==> config.mk <==
export PLATFORM = sky130hd
export DESIGN_NAME = noise_leap_gen
export DESIGN_NICKNAME = d
export VERILOG_FILES = /design/src/rtl/noise_leap_pkg.sv /design/src/rtl/noise_leap_chain.sv /design/src/rtl/noise_seed_guard.sv /design/src/rtl/noise_sample_stage.sv /design/src/rtl/noise_leap_gen.sv
export SDC_FILE = /design/constraint.sdc
export NUM_CORES = 1
export LEC_CHECK = 0
export CORE_ASPECT_RATIO = 0.5
export CORE_UTILIZATION = 54
export CTS_CLUSTER_DIAMETER = 150
export DETAILED_ROUTE_END_ITERATION = 8
export MAX_ROUTING_LAYER = met4
export PLACE_DENSITY_LB_ADDON = 0.15
export SLEW_MARGIN = 40
export SYNTH_ARGS = -nofsm -noshare
export SYNTH_HDL_FRONTEND = slang
export SYNTH_SLANG_ARGS = --single-unit
==> constraint.sdc <==
create_clock -name clk -period 2.2 [get_ports clk]
set_input_delay 0.55 -clock clk [delete_from_list [all_inputs] [get_ports clk]]
set_output_delay 0.55 -clock clk [all_outputs]
set_load 0.02 [all_outputs]
==> src/rtl/noise_leap_pkg.sv <==
package noise_leap_pkg;

   // Source selected for the next state register value
   typedef enum logic [1:0] {
      SRC_HOLD = 2'd0,
      SRC_SEED = 2'd1,
      SRC_LEAP = 2'd2
   } state_src_e;

   localparam int unsigned DEF_STATE_W = 17;
   localparam int unsigned DEF_OUT_W   = 10;
   localparam int unsigned DEF_LEAP    = 10;
   localparam int unsigned DEF_TAP_HI  = 16;
   localparam int unsigned DEF_TAP_LO  = 13;

endpackage

==> src/rtl/noise_leap_chain.sv <==
module noise_leap_chain #(
   parameter int unsigned STATE_W = 17,
   parameter int unsigned TAP_HI  = 16,
   parameter int unsigned TAP_LO  = 13,
   parameter int unsigned LEAP    = 10
) (
   input  logic [STATE_W-1:0] cur_state,
   output logic [STATE_W-1:0] leap_state
);

   generate
      if (STATE_W < 3) begin : g_bad_w
         $error("noise_leap_chain: STATE_W must be at least 3");
      end
      if (TAP_HI != STATE_W - 1) begin : g_bad_hi
         $error("noise_leap_chain: TAP_HI must be the MSB of the state");
      end
      if (TAP_LO >= TAP_HI) begin : g_bad_lo
         $error("noise_leap_chain: TAP_LO must lie below TAP_HI");
      end
      if (LEAP < 1) begin : g_bad_leap
         $error("noise_leap_chain: LEAP must be at least 1");
      end
   endgenerate

   generate
      if (LEAP == 1) begin : g_single
         // one shift per clock
         assign leap_state = {cur_state[STATE_W-2:0],
                              cur_state[TAP_HI] ^ cur_state[TAP_LO]};
      end else begin : g_unrolled
         // unrolled chain of single shifts, collapsed to XOR logic
         logic [STATE_W-1:0] stage [0:LEAP];
         assign stage[0] = cur_state;
         for (genvar s = 0; s < LEAP; s++) begin : g_stage
            assign stage[s+1] = {stage[s][STATE_W-2:0],
                                 stage[s][TAP_HI] ^ stage[s][TAP_LO]};
         end
         assign leap_state = stage[LEAP];
      end
   endgenerate

endmodule

==> src/rtl/noise_seed_guard.sv <==
module noise_seed_guard #(
   parameter int unsigned          STATE_W      = 17,
   parameter logic [STATE_W-1:0]   DEFAULT_SEED = 17'h1ACE1
) (
   input  logic [STATE_W-1:0] raw_seed,
   output logic [STATE_W-1:0] safe_seed
);

   generate
      if (DEFAULT_SEED == '0) begin : g_bad_seed
         $error("noise_seed_guard: DEFAULT_SEED must be nonzero");
      end
   endgenerate

   // a zero seed would freeze the register; substitute the default
   always_comb begin
      if (raw_seed == '0) safe_seed = DEFAULT_SEED;
      else                safe_seed = raw_seed;
   end


   always_comb begin
      safe_seed_nonzero_chk: assert (safe_seed != '0 || $isunknown(raw_seed));
   end

endmodule

==> src/rtl/noise_sample_stage.sv <==
module noise_sample_stage #(
   parameter int unsigned STATE_W = 17,
   parameter int unsigned OUT_W   = 10
) (
   input  logic               clk,
   input  logic               rst,
   input  logic               take,
   input  logic [STATE_W-1:0] fresh_state,
   output logic [OUT_W-1:0]   sample_q,
   output logic               valid_q
);

   generate
      if (OUT_W < 1 || OUT_W > STATE_W) begin : g_bad_out
         $error("noise_sample_stage: OUT_W must be 1..STATE_W");
      end
   endgenerate

   // register the low bits of the updated state; valid trails take
   always_ff @(posedge clk) begin
      if (rst) begin
         sample_q <= '0;
         valid_q  <= 1'b0;
      end else begin
         valid_q <= take;
         if (take) sample_q <= fresh_state[OUT_W-1:0];
      end
   end


   valid_follows_take_chk: assert property (@(posedge clk) disable iff (rst)
      take |=> valid_q);

   idle_sample_hold_chk: assert property (@(posedge clk) disable iff (rst)
      !take |=> (!valid_q && $stable(sample_q)));

endmodule

==> src/rtl/noise_leap_gen.sv <==
module noise_leap_gen
   import noise_leap_pkg::*;
#(
   parameter int unsigned        STATE_W      = DEF_STATE_W,
   parameter int unsigned        TAP_HI       = DEF_TAP_HI,
   parameter int unsigned        TAP_LO       = DEF_TAP_LO,
   parameter int unsigned        LEAP         = DEF_LEAP,
   parameter int unsigned        OUT_W        = DEF_OUT_W,
   parameter logic [STATE_W-1:0] DEFAULT_SEED = 17'h1ACE1
) (
   input  logic               clk,
   input  logic               rst,
   input  logic               pix_en,
   input  logic               seed_load,
   input  logic [STATE_W-1:0] seed_value,
   output logic [OUT_W-1:0]   noise_sample,
   output logic               noise_valid
);

   generate
      if (LEAP < OUT_W) begin : g_overlap_warn
         $error("noise_leap_gen: LEAP below OUT_W lets samples share bits");
      end
   endgenerate

   logic [STATE_W-1:0] state_q;
   logic [STATE_W-1:0] state_d;
   logic [STATE_W-1:0] leap_next;
   logic [STATE_W-1:0] seed_safe;
   state_src_e         src_sel;

   noise_leap_chain #(
      .STATE_W (STATE_W),
      .TAP_HI  (TAP_HI),
      .TAP_LO  (TAP_LO),
      .LEAP    (LEAP)
   ) chain_i (
      .cur_state  (state_q),
      .leap_state (leap_next)
   );

   noise_seed_guard #(
      .STATE_W      (STATE_W),
      .DEFAULT_SEED (DEFAULT_SEED)
   ) guard_i (
      .raw_seed  (seed_value),
      .safe_seed (seed_safe)
   );

   // seeding outranks advancing
   always_comb begin
      if (seed_load)   src_sel = SRC_SEED;
      else if (pix_en) src_sel = SRC_LEAP;
      else             src_sel = SRC_HOLD;
   end

   always_comb begin
      unique case (src_sel)
         SRC_SEED: state_d = seed_safe;
         SRC_LEAP: state_d = leap_next;
         default:  state_d = state_q;
      endcase
   end

   // reset loads the default seed
   always_ff @(posedge clk) begin
      if (rst) state_q <= DEFAULT_SEED;
      else     state_q <= state_d;
   end

   noise_sample_stage #(
      .STATE_W (STATE_W),
      .OUT_W   (OUT_W)
   ) out_i (
      .clk         (clk),
      .rst         (rst),
      .take        (pix_en),
      .fresh_state (state_d),
      .sample_q    (noise_sample),
      .valid_q     (noise_valid)
   );


   state_nonzero_chk: assert property (@(posedge clk) disable iff (rst)
      state_q != '0);

   idle_state_hold_chk: assert property (@(posedge clk) disable iff (rst)
      (!pix_en && !seed_load) |=> $stable(state_q));

   load_wins_chk: assert property (@(posedge clk) disable iff (rst)
      (seed_load && seed_value != '0) |=> state_q == $past(seed_value));

   zero_seed_default_chk: assert property (@(posedge clk) disable iff (rst)
      (seed_load && seed_value == '0) |=> state_q == DEFAULT_SEED);

   sample_matches_state_chk: assert property (@(posedge clk) disable iff (rst)
      pix_en |=> noise_sample == state_q[OUT_W-1:0]);

endmodule

==> results of run 1 <==
flip-flops by register name (all words and copies together), names as in the netlist:
register / count
state_q: 17
out_i.valid_q: 1
out_i.sample_q: 10
layout make-up:
class | instances | share of cell area [%]
clock buffers | 3 | 2.12
clock inverters | 1 | 1.55
inverters | 1 | 0.193
multi-input cells | 116 | 44.7
flip-flops and latches | 28 | 28.8
well taps | 37 | 2.38
repair buffers | 37 | 20.2
power by group through the flow:
stage          registers [W]  clock network [W]  logic, W
2_1_floorplan       0.000609                  0  0.000152
3_3_place_gp        0.000594                  0  0.000284
3_5_place_dp        0.000595                  0  0.000288
4_1_cts             0.000584           0.000420  0.000290
5_1_grt             0.000590           0.000438  0.000312
6_report            0.000583           0.000412  0.000291
worst paths after layout:
path                                                       end  slack (ns)                      startpoint  depth (start not counted)
worst max register to register           state_q[7]$_SDFF_PP1_        0.98        state_q[11]$_SDFFE_PP1N_                          3
worst min-delay path            out_i.sample_q[1]$_SDFFE_PP0P_        0.48  out_i.sample_q[1]$_SDFFE_PP0P_                          2
worst min register to register  out_i.sample_q[1]$_SDFFE_PP0P_        0.48  out_i.sample_q[1]$_SDFFE_PP0P_                          2
worst max-delay path                           noise_sample[4]        0.41  out_i.sample_q[4]$_SDFFE_PP0P_                          1
routing by layer:
metal / part of all wire (%) / vias to the layer above / GRT usage, %
met5: 0 / - / -
met4: 0.40 / 0 / 4.33
met3: 4.9 / 2 / 5.58
met2: 44 / 32 / 40.0
met1: 50 / 636 / 33.4
li1: - / 648 / -
cell usage in the layout (no fill, tap or decap), drive strengths merged:
master         instances
bufinv                 1
nor2b                  2
inv                    1
nand4b                 4
nor2                   7
a21oi                  5
o21ai                 10
nor4                   4
or2                    1
a211oi                 5
o221ai                 4
nor3b                  4
mux2i                 14
and2                   4
a2111oi                4
nand4                  1
mux2                   6
clkbuf                 3
dfxtp                 28
nand3b                 7
xor2                  10
clkdlybuf4s50         31
o22ai                 10
buf                    6
and3b                  4
nand2b                10
metrics by stage:
step,util (%),area (sq um)
finish,74.2,1940
global route,74.2,1940
CTS,74.2,1940
detailed placement,71.5,1870
global placement,71.5,1870
floorplan,-,1510
cells by family after synthesis:
group	Yosys count	share of synthesized area [%]
buffers and inverters	13	5.54
XOR/XNOR	10	5.79
multiplexers	20	13.7
AO/OA/AOI/OAI	38	16.5
AND/OR/NAND/NOR	48	21.3
flip-flops	28	37.1
==> flow_summary.json, run 1 <==
{
  "cp.arrival_ns": 1.24,
  "synth.top_cells.by_area": "sky130_fd_sc_hd__dfxtp_1 37%, sky130_fd_sc_hd__mux2i_1 9.3%, sky130_fd_sc_hd__xor2_1 5.8%",
  "status": "finished, final reports clean",
  "yosys.area.top_type": "sky130_fd_sc_hd__dfxtp_1",
  "hold_ws_ns": 0.485,
  "vdd_drop_max_mv": 0.560,
  "track_usage_pct": 25.1,
  "via_count": 1318,
  "largest_net_degree_at_the_start_of_global_routing": 37,
  "final-max-slew-violation-count": 0,
  "timing.critical_path.slowest_cell_delay_ns": 0.60,
  "clkTransAtPathRegs_ns": 0.10,
  "seq_area_sq_um": 561,
  "cts_tree": "done",
  "synth_top_area_share_pct": 37.1,
  "synthesized_net_count": 178,
  "dieWidth_microns": 76.9,
  "multiInputGateArea_sq_um": 868,
  "power_w": 0.00129,
  "max_cap_viol_count": 0,
  "fp.dieArea_sq_um": 3030,
  "fp-row-count": 13,
  "max_freq_ghz": 0.559,
  "clockBufferDepth": 2,
  "dp_worst_setup_slack_ns": 0.157,
  "critical_path_required_ns": 1.65,
  "p_int_w": 0.000948,
  "root_buffer": "sky130_fd_sc_hd__clkbuf_8",
  "chipHeight_microns": 39.4,
  "h-tree-depth": 1,
  "post_layout_instance_count_excluding_filler_cells": 223,
  "initial_antenna_violation_count": 0,
  "cp_capture_type": "primary output",
  "drt-total-wl_mm": 3.47,
  "route.antenna.remaining_nets": 0,
  "hold_path.class": "register to register",
  "postCtsSetupRepairBufs": 0,
  "grt_pass1_vias": 1100,
  "setup_ws_post_layout_ns": 0.410,
  "unrepaired_setup_endpoints_after_global_routing": "false",
  "filler_cell_count": 206,
  "post_synth_num_cell_types": 30,
  "drive_above_1_share_pct": 10.2,
  "cts.hold.buffers_added": 0,
  "hpwl_after_detailed_placement_mm": 2.48,
  "asyncSetResetFlopFracSynth_pct": 0,
  "count_of_warnings_emitted_by_yosys": 0,
  "synth.most_common_cell": "sky130_fd_sc_hd__dfxtp_1",
  "dr.pass1.iters": 4,
  "synth_edf_count": 0,
  "synth_area_per_cell_sq_um": 9.64,
  "finalWeightedCongestion": 0.855,
  "finalWorstPathRequiredPeriod_ns": 1.79,
  "synth_common_cells": "28 x sky130_fd_sc_hd__dfxtp_1, 14 x sky130_fd_sc_hd__mux2i_1, 10 x sky130_fd_sc_hd__nand2b_1, 10 x sky130_fd_sc_hd__o22ai_1, 10 x sky130_fd_sc_hd__xor2_1",
  "cts.repair.resized": 0,
  "detail_route.drc_violations": 0,
  "drt_iter0_markers": 78,
  "critical_path.cell_chain": "clkdlybuf4s50_1",
  "path_class": "register to primary output",
  "initial_core_util_pct": 57.8,
  "total_cts_buffers": 3,
  "timing.final.crit_share_pct": 81.4,
  "setup_viol": 0,
  "via_cell_ratio": 5.91,
  "wl_per_cell_microns": 15.5,
  "nNetsFinal": 208,
  "tns_ns": 0,
  "switching_fraction_of_total_power_pct": 26.3,
  "cpLargestDelayFamily": "buffers and inverters",
  "relSlewSlack_pct": 76.3,
  "timing_worst_slew_pin_value_ns": 0.346,
  "power_per_cell_area_nw_per_um2": 662,
  "postSynthCellCount": 157,
  "final.setup_skew_ns": 0.00452,
  "yosys_register_bits": 28,
  "ant_cells": 0,
  "areaGrowthSynthToFinish_pct": 28.5,
  "placedCellCount": 219,
  "leakagePower_nw": 0.728,
  "core_area_sq_um": 2620,
  "ios": 32,
  "worstPathBufferInverterCount": 1,
  "synth_top_flop_cell": "sky130_fd_sc_hd__dfxtp_1",
  "syn-cell-area_sq_um": 1510,
  "total_clock_sinks": 28,
  "power.sequential.fraction_pct": 45.4,
  "worst_skew_pair.late_latency_ns": 0.28,
  "numPortBuffers": 31,
  "p_sw_w": 0.000338,
  "grt_overflow": 0,
  "path_max_fanout": 2,
  "grt_first_pass_wirelength_mm": 5.42,
  "setup_crit_start_kind": "register",
  "slowest_stage": "sky130_fd_sc_hd__clkdlybuf4s50_1",
  "clock_power_share_pct": 32.0,
  "synth-seq-area-share_pct": 37.1,
  "finalHoldViolations": 0,
  "comb_power_share_pct": 22.6
}
No activity file was read; power rests on OpenSTA's default activity.
==> run 2, diff against run 1 <==
--- a/config.mk
+++ b/config.mk
@@ -6,7 +6,7 @@
 export NUM_CORES = 1
 export LEC_CHECK = 0
 export CORE_ASPECT_RATIO = 0.5
-export CORE_UTILIZATION = 54
+export CORE_UTILIZATION = 45
 export CTS_CLUSTER_DIAMETER = 150
 export DETAILED_ROUTE_END_ITERATION = 8
 export MAX_ROUTING_LAYER = met4
==> constraint.sdc (replaced) <==
create_clock -name clk -period 1.45 [get_ports clk]
set_input_delay 0.3625 -clock clk [delete_from_list [all_inputs] [get_ports clk]]
set_output_delay 0.3625 -clock clk [all_outputs]
set_load 0.02 [all_outputs]
==> flow_summary.json, run 2 (synthesis gave the netlist of run 1 again) <==
{
  "drt-total-wl_mm": 3.99,
  "via_cell_ratio": 5.70,
  "cts.hold.buffers_added": 0,
  "drive_above_1_share_pct": 23.7,
  "nNetsFinal": 229,
  "relSlewSlack_pct": 72.7,
  "path_class": "input port to register",
  "timing.reg2reg.setup_slack_ns": 0.20,
  "layout_common_cells": "28 x sky130_fd_sc_hd__dfxtp_1, 21 x sky130_fd_sc_hd__buf_4, 13 x sky130_fd_sc_hd__mux2i_1",
  "max_freq_ghz": 0.714,
  "worst_setup_path_endpoint": "out_i.sample_q[7]$_SDFFE_PP0P_",
  "vdd_drop_max_mv": 0.550,
  "dieWidth_microns": 84.0,
  "worst_r2r_endpoint": "out_i.sample_q[5]$_SDFFE_PP0P_",
  "finalHoldViolations": 0,
  "wl_per_cell_microns": 16.2,
  "cp.arrival_ns": 1.61,
  "timing.reg2reg.worst_path_depth": 3,
  "initial_antenna_violation_count": 0,
  "route.antenna.remaining_nets": 0,
  "hpwl_after_detailed_placement_mm": 2.89,
  "worstPathBufferInverterCount": 2,
  "areaGrowthSynthToFinish_pct": 44.3,
  "dr.pass1.iters": 6,
  "placedCellCount": 240,
  "timing.critical_path.slowest_cell_delay_ns": 0.44,
  "root_buffer": "sky130_fd_sc_hd__clkbuf_8",
  "critical_path.cell_chain": "clkdlybuf4s50_1, nor4_2, nand4_1, buf_6, a211oi_1",
  "dp_worst_setup_slack_ns": -0.375,
  "setup_crit_start_kind": "input port",
  "clkTransAtPathRegs_ns": 0.10,
  "hold_ws_ns": 0.427,
  "slowest_stage": "sky130_fd_sc_hd__clkdlybuf4s50_1",
  "numPortBuffers": 31,
  "largest_net_degree_at_the_start_of_global_routing": 18,
  "status": "complete, but fails checks",
  "timing_worst_slew_pin_value_ns": 0.409,
  "power_per_cell_area_nw_per_um2": 923,
  "grt_first_pass_wirelength_mm": 6.44,
  "leakagePower_nw": 0.982,
  "postLayoutCellArea_sq_um": 2180,
  "violated_checks": "DRC",
  "grt_overflow": 0,
  "top_register": "state_q",
  "timing.final.crit_share_pct": 96.6,
  "path_max_fanout": 7,
  "cts_tree": "done",
  "cp_capture_type": "register",
  "setup_viol": 0,
  "initial_core_util_pct": 48.8,
  "ios": 32,
  "dpl-instance-area_sq_um": 1990,
  "h-tree-depth": 1,
  "worst_skew_pair.late_latency_ns": 0.28,
  "finalWorstPathRequiredPeriod_ns": 1.40,
  "track_usage_pct": 23.7,
  "critical_path_cell_count": 5,
  "drt_iter0_markers": 105,
  "core_area_sq_um": 3100,
  "fp.dieArea_sq_um": 3610,
  "grt_pass1_vias": 1316,
  "ant_cells": 0,
  "chipHeight_microns": 43.0,
  "total_clock_sinks": 28,
  "total_cts_buffers": 3,
  "layout.cells.most_common": "sky130_fd_sc_hd__dfxtp_1",
  "max_cap_viol_count": 0,
  "largest_registers": "state_q (17), out_i.sample_q (10), out_i.valid_q (1)",
  "finalWeightedCongestion": 0.833,
  "critical_path_required_ns": 1.65,
  "final.setup_skew_ns": 0.00249,
  "fp-row-count": 14,
  "cpLargestDelayFamily": "buffers and inverters",
  "detail_route.drc_violations": 6,
  "r2r_start": "state_q[9]$_SDFF_PP0_",
  "hold_path.class": "input port to register",
  "hold_depth": 3,
  "final-max-slew-violation-count": 0,
  "crit_path_start": "seed_value[12]",
  "clockBufferDepth": 2,
  "via_count": 1409,
  "setup_ws_post_layout_ns": 0.0488,
  "tns_ns": 0,
  "post_layout_instance_count_excluding_filler_cells": 247,
  "largest_register_ffs": 17
}
==> run 2: worst register-to-register path: cells and delay by family, from the launching register on <==
kind / cells / cell delay [ns]
AO/OA/AOI/OAI: 2 / 0.40
XOR/XNOR: 1 / 0.38
flip-flops: 1 / 0.40
==> run 2: through the flow <==
step,total power [W],util [%]
after floorplan,0.00115,-
after global placement,0.00137,64.0
after CTS,0.00198,67.2
after global routing,0.00211,70.4
final,0.00201,70.4
after detailed placement,0.00137,64.0
==> run 2: metal layers <==
layer  track usage [%]  share of wire [%]
met5                 -                  0
met1              33.5                 51
met4              2.76               0.28
met3              5.84                5.1
met2              35.2                 44
==> run 2: what timing repair did <==
action | CTS | global route
setup buffers | 2 | 0
gates cloned | 0 | 1
setup endpoints to repair | 21 | 20
pin swaps | 4 | 5
gates resized for setup | 19 | 24
==> run 2: cell type report <==
cell class | count | area [sq um]
Clock buffer | 3 | 41.3
Clock inverter | 1 | 30.0
Fill cell | 242 | 917
Inverter | 1 | 3.75
Multi-Input combinational cell | 116 | 945
Sequential cell | 28 | 561
Tap cell | 40 | 50.0
Timing Repair Buffer | 58 | 553
==> run 2: worst min-delay path by stage <==
| stage | start | slack (ns) | end |
|---|---|---|---|
| 2_1_floorplan | rst | 0.48 | state_q[0]$_SDFF_PP1_ |
| 3_3_place_gp | out_i.sample_q[8]$_SDFFE_PP0P_ | 0.47 | out_i.sample_q[8]$_SDFFE_PP0P_ |
| 3_5_place_dp | out_i.sample_q[1]$_SDFFE_PP0P_ | 0.47 | out_i.sample_q[1]$_SDFFE_PP0P_ |
| 4_1_cts | out_i.sample_q[1]$_SDFFE_PP0P_ | 0.48 | out_i.sample_q[1]$_SDFFE_PP0P_ |
| 5_1_grt | seed_value[14] | 0.47 | state_q[14]$_SDFFE_PP0N_ |
| 6_report | seed_value[14] | 0.43 | state_q[14]$_SDFFE_PP0N_ |
==> run 2: power by group <==
group          switching [W]  internal [W]  total [W]
registers          0.0000476      0.000837   0.000884
clock network       0.000264      0.000370   0.000634
logic               0.000245      0.000252   0.000497
total               0.000556       0.00146    0.00201
==> run 3, diff against run 2 <==
--- a/config.mk
+++ b/config.mk
@@ -6,7 +6,7 @@
 export NUM_CORES = 1
 export LEC_CHECK = 0
 export CORE_ASPECT_RATIO = 0.5
-export CORE_UTILIZATION = 45
+export CORE_UTILIZATION = 50
 export CTS_CLUSTER_DIAMETER = 150
 export DETAILED_ROUTE_END_ITERATION = 8
 export MAX_ROUTING_LAYER = met4
==> constraint.sdc (replaced) <==
create_clock -name clk -period 1.53 [get_ports clk]
set_input_delay 0.3825 -clock clk [delete_from_list [all_inputs] [get_ports clk]]
set_output_delay 0.3825 -clock clk [all_outputs]
set_load 0.02 [all_outputs]
==> flow_summary.json, run 3 (synthesis gave the netlist of run 1 again) <==
{
  "final.setup_skew_ns": 0.00291,
  "hold_path.class": "input port to register",
  "clkTransAtPathRegs_ns": 0.10,
  "chipHeight_microns": 40.9,
  "unrepaired_setup_endpoints_after_global_routing": "true",
  "total_cts_buffers": 3,
  "grt_pass1_vias": 1225,
  "timing_worst_slew_pin_value_ns": 0.346,
  "crit_path_start": "pix_en",
  "dieWidth_microns": 79.8,
  "timing.reg2reg.setup_slack_ns": 0.35,
  "max_freq_ghz": 0.657,
  "nNetsFinal": 231,
  "multiInputGateArea_sq_um": 895,
  "worst_skew_pair.late_latency_ns": 0.28,
  "track_usage_pct": 26.7,
  "route.antenna.remaining_nets": 0,
  "drt_iter0_markers": 61,
  "cts.hold.buffers_added": 0,
  "largest_registers": "state_q (17), out_i.sample_q (10), out_i.valid_q (1)",
  "clockBufferDepth": 2,
  "layout_common_cells": "28 x sky130_fd_sc_hd__dfxtp_1, 24 x sky130_fd_sc_hd__buf_4, 14 x sky130_fd_sc_hd__mux2i_1",
  "ant_cells": 0,
  "total_clock_sinks": 28,
  "filler_cell_count": 180,
  "fp-row-count": 13,
  "drt-total-wl_mm": 3.98,
  "leakagePower_nw": 0.991,
  "min_from": "seed_value[12]",
  "vdd_drop_max_mv": 0.475,
  "cp.arrival_ns": 1.70,
  "status": "finished, final reports clean",
  "top_register": "state_q",
  "initial_core_util_pct": 55.4,
  "setup_crit_start_kind": "input port",
  "areaGrowthSynthToFinish_pct": 41.8,
  "numPortBuffers": 31,
  "detail_route.drc_violations": 0,
  "seq_area_sq_um": 561,
  "largest_net_degree_at_the_start_of_global_routing": 17,
  "power_per_cell_area_nw_per_um2": 877,
  "fp.dieArea_sq_um": 3260,
  "via_count": 1411,
  "drive_above_1_share_pct": 21.5,
  "layout.cells.most_common": "sky130_fd_sc_hd__dfxtp_1",
  "final_util_pct": 78.5,
  "max_cap_viol_count": 0,
  "grt_overflow": 0,
  "wl_per_cell_microns": 16.2,
  "relSlewSlack_pct": 76.3,
  "cp_capture_type": "register",
  "final-max-slew-violation-count": 0,
  "root_buffer": "sky130_fd_sc_hd__clkbuf_8",
  "setup_viol": 0,
  "timing.final.crit_share_pct": 99.5,
  "grt_first_pass_wirelength_mm": 6.08,
  "ios": 32,
  "dr.pass1.iters": 4,
  "postCtsSetupRepairBufs": 0,
  "critical_path_required_ns": 1.70,
  "hpwl_after_detailed_placement_mm": 2.86,
  "largest_register_ffs": 17,
  "initial_antenna_violation_count": 0,
  "finalHoldViolations": 0,
  "core_area_sq_um": 2730,
  "cts_tree": "done",
  "finalWorstPathRequiredPeriod_ns": 1.52,
  "r2r_start": "state_q[9]$_SDFF_PP0_",
  "h-tree-depth": 1,
  "path_max_fanout": 15,
  "path_class": "input port to register",
  "hold_ws_ns": 0.436,
  "via_cell_ratio": 5.74,
  "finalWeightedCongestion": 0.813
}
run 3: changes by cell type in the layout (fill, tap and decap cells not counted), sizes merged:
cell | before | now
buf | 27 | 29
dlygate4sd2 | 12 | 11
dlymetal6s2s | 12 | 13
run 3: what timing repair did:
action	CTS	global route
cloned	0	1
pin swaps	1	4
hold endpoints to repair	0	0
resized for setup	13	20
setup endpoints to repair	15	8
run 3: path summary, 6_finish.rpt:
path / end / depth (start not counted)
setup / recovery: state_q[11]$_SDFFE_PP1N_ / 5
hold / removal: state_q[12]$_SDFFE_PP0N_ / 3
setup reg to reg: state_q[5]$_SDFF_PP1_ / 3
hold reg to reg: out_i.sample_q[4]$_SDFFE_PP0P_ / 2
run 3: routing by layer:
layer / wire [microns] / vias to the layer above / track usage, %
met5: 0 / - / -
met4: 0 / 0 / 3.57
met3: 236 / 0 / 6.22
met2: 1810 / 42 / 45.3
met1: 1930 / 676 / 34.1
li1: - / 693 / -
run 3: cell type report:
cell class / count / share of cell area (%)
multi-input cells: 116 / 41.7
repair buffers: 60 / 26.5
flip-flops and latches: 28 / 26.1
well taps: 37 / 2.16
clock buffers: 3 / 1.93
clock inverters: 1 / 1.40
inverters: 1 / 0.175
run 3: power breakdown:
part           switching (W)  total [W]  leakage [nW]  internal (W)
clock               0.000240   0.000591        0.0357      0.000351
combinational       0.000218   0.000448         0.722      0.000230
sequential         0.0000480   0.000841         0.233      0.000793
total               0.000506    0.00188         0.991       0.00137
run 3: critical path, stage by stage:
cell and delay, ns:
sky130_fd_sc_hd__clkdlybuf4s50_1 0.56, sky130_fd_sc_hd__buf_12 0.17, sky130_fd_sc_hd__mux2_2 0.34, sky130_fd_sc_hd__o22ai_1 0.16
sky130_fd_sc_hd__a21oi_1 0.07
run 3: stage by stage:
| stage | power, W | instance area, sq um | setup TNS, ns | cells | setup slack [ns] |
|---|---|---|---|---|---|
| after global routing | 0.00195 | 2140 | -0.0352 | 246 | -0.0159 |
| final | 0.00188 | 2140 | 0 | 246 | 0.00829 |
| after global placement | 0.00130 | 2010 | -5.36 | 241 | -0.271 |
| after detailed placement | 0.00131 | 2010 | -6.09 | 241 | -0.286 |
| after CTS | 0.00187 | 2080 | 0 | 245 | 0.00963 |
| after floorplan | 0.00109 | 1510 | 0 | 157 | 0.223 |
